$ cat src/rtl/avmode_pkg.sv
package avmode_pkg;

    localparam int MODE_W = 3;
    localparam int TSEL_W = 2;
    localparam int MSEL_W = 3;
    localparam int SRC_W  = 3;

    typedef enum logic [MODE_W-1:0] {
        M_OFF       = 3'd0,
        M_AUTO      = 3'd1,
        M_STBY_MUTE = 3'd2,
        M_STBY      = 3'd3,
        M_MUTE_APD  = 3'd4,
        M_MUTE_DAC  = 3'd5,
        M_RUN_APD   = 3'd6,
        M_RUN_DAC   = 3'd7
    } opmode_e;

    typedef enum logic [SRC_W-1:0] {
        S_MUTE    = 3'd0,
        S_DAC     = 3'd1,
        S_DAC_VOL = 3'd2,
        S_VCR_IN  = 3'd3,
        S_TV_IN   = 3'd4,
        S_VOL_OUT = 3'd5
    } src_e;

    typedef struct packed {
        logic pin_on;
        logic auto_en;
        logic stby;
        logic mute;
        logic dapd;
    } ctl_t;

    typedef struct packed {
        src_e tv;
        src_e vcr;
        src_e mono;
    } route_t;

    function automatic logic is_standby(opmode_e m);
        return (m == M_STBY_MUTE) || (m == M_STBY);
    endfunction

    function automatic logic is_idle(opmode_e m);
        return (m == M_OFF) || (m == M_AUTO);
    endfunction

    function automatic logic dac_running(opmode_e m);
        return (m == M_MUTE_DAC) || (m == M_RUN_DAC);
    endfunction

endpackage

$ cat src/rtl/avmode_decode.sv
module avmode_decode
    import avmode_pkg::*;
(
    input  ctl_t    ctl,
    input  logic    woken,
    output opmode_e mode
);
    always_comb begin
        if (!ctl.pin_on) begin
            mode = M_OFF;
        end else if (ctl.auto_en) begin
            if (woken) mode = ctl.mute ? M_STBY_MUTE : M_STBY;
            else       mode = M_AUTO;
        end else if (ctl.stby) begin
            mode = ctl.mute ? M_STBY_MUTE : M_STBY;
        end else if (ctl.mute) begin
            mode = ctl.dapd ? M_MUTE_APD : M_MUTE_DAC;
        end else begin
            mode = ctl.dapd ? M_RUN_APD : M_RUN_DAC;
        end
    end
endmodule

$ cat src/rtl/avmode_wake.sv
module avmode_wake #(
    parameter int NDET = 2
) (
    input  logic            clk,
    input  logic            rst,
    input  logic            armed,
    input  logic [NDET-1:0] det,
    output logic            woken,
    output logic            irq
);
    logic any_det;
    assign any_det = |det;

    always_ff @(posedge clk) begin
        if (rst || !armed) begin
            woken <= 1'b0;
            irq   <= 1'b0;
        end else begin
            irq <= any_det && !woken;
            if (any_det) woken <= 1'b1;
        end
    end
endmodule

$ cat src/rtl/avmode_route.sv
module avmode_route
    import avmode_pkg::*;
(
    input  opmode_e           mode,
    input  logic [TSEL_W-1:0] tv_sel,
    input  logic [TSEL_W-1:0] vcr_sel,
    input  logic [MSEL_W-1:0] mono_sel,
    output route_t            rt
);
    route_t from_regs;

    always_comb begin
        case (tv_sel)
            2'b00:   from_regs.tv = S_DAC;
            2'b01:   from_regs.tv = S_VCR_IN;
            default: from_regs.tv = S_MUTE;
        endcase
        case (vcr_sel)
            2'b00:   from_regs.vcr = S_DAC;
            2'b01:   from_regs.vcr = S_TV_IN;
            2'b11:   from_regs.vcr = S_VOL_OUT;
            default: from_regs.vcr = S_MUTE;
        endcase
        case (mono_sel)
            3'b000, 3'b001, 3'b010: from_regs.mono = S_DAC;
            3'b100:                 from_regs.mono = S_DAC_VOL;
            3'b101:                 from_regs.mono = S_VCR_IN;
            default:                from_regs.mono = S_MUTE;
        endcase
    end

    always_comb begin
        if (is_idle(mode)) begin
            rt = '{tv: S_MUTE, vcr: S_MUTE, mono: S_MUTE};
        end else if (is_standby(mode)) begin
            rt = '{tv: S_VCR_IN, vcr: S_TV_IN, mono: S_VCR_IN};
        end else begin
            rt = from_regs;
        end
    end
endmodule

$ cat src/rtl/avmode_ctrl.sv
module avmode_ctrl
    import avmode_pkg::*;
#(
    parameter int NDET = 2
) (
    input  logic              clk,
    input  logic              rst,
    input  logic              pwr_on,
    input  logic              reg_auto,
    input  logic              reg_stby,
    input  logic              reg_mute,
    input  logic              reg_dapd,
    input  logic [TSEL_W-1:0] tv_sel,
    input  logic [TSEL_W-1:0] vcr_sel,
    input  logic [MSEL_W-1:0] mono_sel,
    input  logic [NDET-1:0]   vid_det,
    output logic [MODE_W-1:0] mode_o,
    output logic [SRC_W-1:0]  tv_src,
    output logic [SRC_W-1:0]  vcr_src,
    output logic [SRC_W-1:0]  mono_src,
    output logic              vid_en,
    output logic              vid_loop,
    output logic              dac_on,
    output logic              irq
);
    ctl_t    ctl;
    opmode_e mode;
    route_t  rt;
    logic    woken;

    assign ctl = '{pin_on: pwr_on, auto_en: reg_auto, stby: reg_stby,
                   mute: reg_mute, dapd: reg_dapd};

    avmode_wake #(.NDET(NDET)) u_wake (
        .clk   (clk),
        .rst   (rst),
        .armed (pwr_on && reg_auto),
        .det   (vid_det),
        .woken (woken),
        .irq   (irq)
    );

    avmode_decode u_dec (
        .ctl   (ctl),
        .woken (woken),
        .mode  (mode)
    );

    avmode_route u_route (
        .mode     (mode),
        .tv_sel   (tv_sel),
        .vcr_sel  (vcr_sel),
        .mono_sel (mono_sel),
        .rt       (rt)
    );

    assign mode_o   = mode;
    assign tv_src   = rt.tv;
    assign vcr_src  = rt.vcr;
    assign mono_src = rt.mono;
    assign vid_en   = !is_idle(mode);
    assign vid_loop = (mode == M_AUTO) || is_standby(mode);
    assign dac_on   = dac_running(mode);
endmodule

$ cat config.mk
export PLATFORM = sky130hd
export DESIGN_NAME = avmode_ctrl
export DESIGN_NICKNAME = d
export VERILOG_FILES = /design/src/rtl/avmode_pkg.sv /design/src/rtl/avmode_decode.sv /design/src/rtl/avmode_wake.sv /design/src/rtl/avmode_route.sv /design/src/rtl/avmode_ctrl.sv
export SDC_FILE = /design/constraint.sdc
export NUM_CORES = 1
export LEC_CHECK = 0
export BUFFER_PORTS_ARGS = -buffer_cell sky130_fd_sc_hd__buf_2
export CORE_AREA = 2 2 39 41
export CTS_BUF_LIST = sky130_fd_sc_hd__clkbuf_8
export DETAILED_ROUTE_END_ITERATION = 7
export DIE_AREA = 0 0 41 43
export GPL_TIMING_DRIVEN = 0
export PLACE_DENSITY = 0.55
export RECOVER_POWER = 25
export SLEW_MARGIN = 40
export SYNTH_ARGS = -nofsm -noshare
export SYNTH_HDL_FRONTEND = slang
export SYNTH_HIERARCHICAL = 1
export SYNTH_SLANG_ARGS = --single-unit
export TNS_END_PERCENT = 20
$ cat constraint.sdc
create_clock -name clk -period 1.61 [get_ports clk]
set_input_delay 0.322 -clock clk [delete_from_list [all_inputs] [get_ports clk]]
set_output_delay 0.322 -clock clk [all_outputs]
set_load 0.05 [all_outputs]
==> flow_summary.yaml <==
logic_synthesis:
  synth_cell_type_count: 22
  yosysTopAreaCellShare_pct: 13.3
  yosysMostFrequentCell: "nor2_1"
  syn-mean-instance-area_um2: 7.70
  synth_ff_type: "dfxtp_1"
  ys_seq_elements: 2
  yosysSeqAreaShare_pct: 13.3
  synth_common_cells: "nor2_1 (5), buf_4 (3), inv_1 (3), nor3_1 (3)"
  synthArstFlopShare_pct: 0
  yosys_warnings: 6
  synthTopCellsByArea: "dfxtp_1 (13%), mux2_4 (10%), ha_1 (8.3%)"
  synthesis.area_um2: 300
  synthCells: 39
  synth_top_cell_by_area: "dfxtp_1"
  synth_edf_count: 0
cells_and_area:
  area_growth_pct: 126
  fin_util_pct: 49.1
  fin_cells: 91
  fin_area_um2: 679
  seqCellArea_um2: 41.3
  n_fill_cell: 137
  layout.nets: 95
  diodes: 0
  multi_input_area_um2: 335
  layout-drive-gt1-share_pct: 76.0
clocking:
  path_clk_slew_ns: 0.03
  root_buffer: "clkbuf_8"
  clk_path_buf_depth: 2
  insertion_delay_ns: 0.21
  numCtsBuffers: 3
  htreeDepth: 1
  cts_sinks: 2
  cts_tree: "yes"
  hold_buffers: 0
timing:
  finalSetupViolations: 6
  rsz0062_at_grt: "yes"
  fin_ws_ns: -0.130
  period_minus_slack_ns: 1.74
  fmax_ghz: 0.575
  fin_crit_sh_pct: 108
  skew_ns: 0.00249
  drv_slew: 0
  hold_viol: 0
detailed_routing:
  remaining_drc_errors: 0
  first_pass_iters: 2
  num_vias: 378
  avgRoutedWirePerCell_um: 8.71
  drt_iter0_drc: 1
  wl_um: 793
  ant_nets: 0
  viasPerCell: 4.15
status:
  violations: "setup timing"
  status: "complete, but fails checks"
critical_path:
  crit_fanout: 3
  cp-start-kind: "flop"
  cp-end-kind: "primary output"
  cp.arrival_ns: 1.42
  worstSetupPathType: "reg -> out"
  cp.required_ns: 1.29
placement:
  dp_hpwl_um: 583
  place_area_um2: 563
  place.port_buffers: 28
  gp_congestion: 0.637
  dpl.cell_count: 85
  dp_slack_ns: -0.305
die:
  start_util_pct: 21.7
  num_rows: 14
  ios: 32
  dieArea_um2: 1760
  die_h_um: 43
  core_area_um2: 1380
  die_x_um: 41
global_routing:
  grt_pass1_vias: 349
  grt_pass1_wl_um: 1240
  grt_start_max_net_pins: 7
  globalRouteOverflowTotal: 0
  grt_usage_pct: 10.5
  antenna_found_initial: 0
power_and_ir_drop:
  power.density_nw_per_um2: 740
  ir_worst_vdd_mv: 0.270
  leakagePower_nw: 0.337
  finalPower_uw: 503
job:
  cap_violations: 0
hold_path:
  min_path_type: "in -> reg"
## what timing repair did
| action | CTS | global route |
|---|---|---|
| resized for setup | 18 | 0 |
| pin swaps | 4 | 1 |
| setup endpoints to repair | 11 | 11 |
| setup buffers | 3 | 0 |
## worst paths after layout
path | start | cells after the start | slack (ns) | endpoint
worst min register to register | u_wake/woken | 2 | 0.52 | u_wake/irq
worst max-delay path | u_wake/woken | 4 | -0.13 | dac_on
worst min-delay path | vid_det[0] | 3 | 0.34 | u_wake/woken
worst max register to register | u_wake/woken | 3 | 0.81 | u_wake/woken
## routing by layer
metal / wire [um] / track usage [%]
met2: 375 / 16.3
met3: 73 / 0.524
met4: 18 / 10.0
met5: 0 / 0
met1: 326 / 11.8
## critical path: stages (launching register included)
cell and delay, ns:
dfxtp_2 0.31, mux2_4 0.27, a221oi_4 0.29, and2_4 0.19, buf_8 0.14
## sequential cells by signal, summed over array words and instances (netlist names)
signal        cells
u_wake/woken      1
u_wake/irq        1
## layout make-up
class                   count  share of cell area, %
multi-input cells          33                   49.4
well taps                  16                   2.95
repair buffers             31                   30.6
plain buffers               3                   3.31
clock buffers               3                   6.08
inverters                   3                   1.66
flip-flops and latches      2                   6.08
## kinds of logic (layout without fill, tap and decap cells)
| family | after synthesis | in the layout | share of synthesized area [%] |
|---|---|---|---|
| other cells | 1 | 3 | 1.25 |
| compound gates | 7 | 7 | 17.9 |
| flops | 2 | 2 | 13.3 |
| buf+inv | 6 | 40 | 11.2 |
| fa+ha+maj | 2 | 2 | 8.33 |
| simple gates | 19 | 19 | 37.9 |
| mux | 2 | 2 | 10.0 |
## report_power, final
group	internal (mW)	total [mW]	switching, mW
Clock	0.159	0.203	0.0448
Combinational	0.0891	0.247	0.158
Sequential	0.0520	0.0529	0.000838
Total	0.300	0.503	0.203
## through the flow
step | hold slack [ns] | setup TNS [ns]
2_1_floorplan | 0.442 | -3.14
3_3_place_gp | 0.485 | -2.50
3_5_place_dp | 0.480 | -2.44
4_1_cts | 0.345 | -0.659
5_1_grt | 0.357 | -1.18
6_report | 0.343 | -0.536
## cell usage in the layout (no fill, tap or decap), drive strengths merged
cell type / instances
clkbuf: 3
nor2: 5
and2: 3
nand2: 2
nor3: 4
mux2: 2
buf: 34
ha: 2
o21ba: 1
o21ai: 3
inv: 3
a221oi: 1
nor3b: 1
nand2b: 2
or2: 1
nor2b: 1
conb: 3
a21oi: 2
dfxtp: 2
No activity file was read; power rests on OpenSTA's default activity.
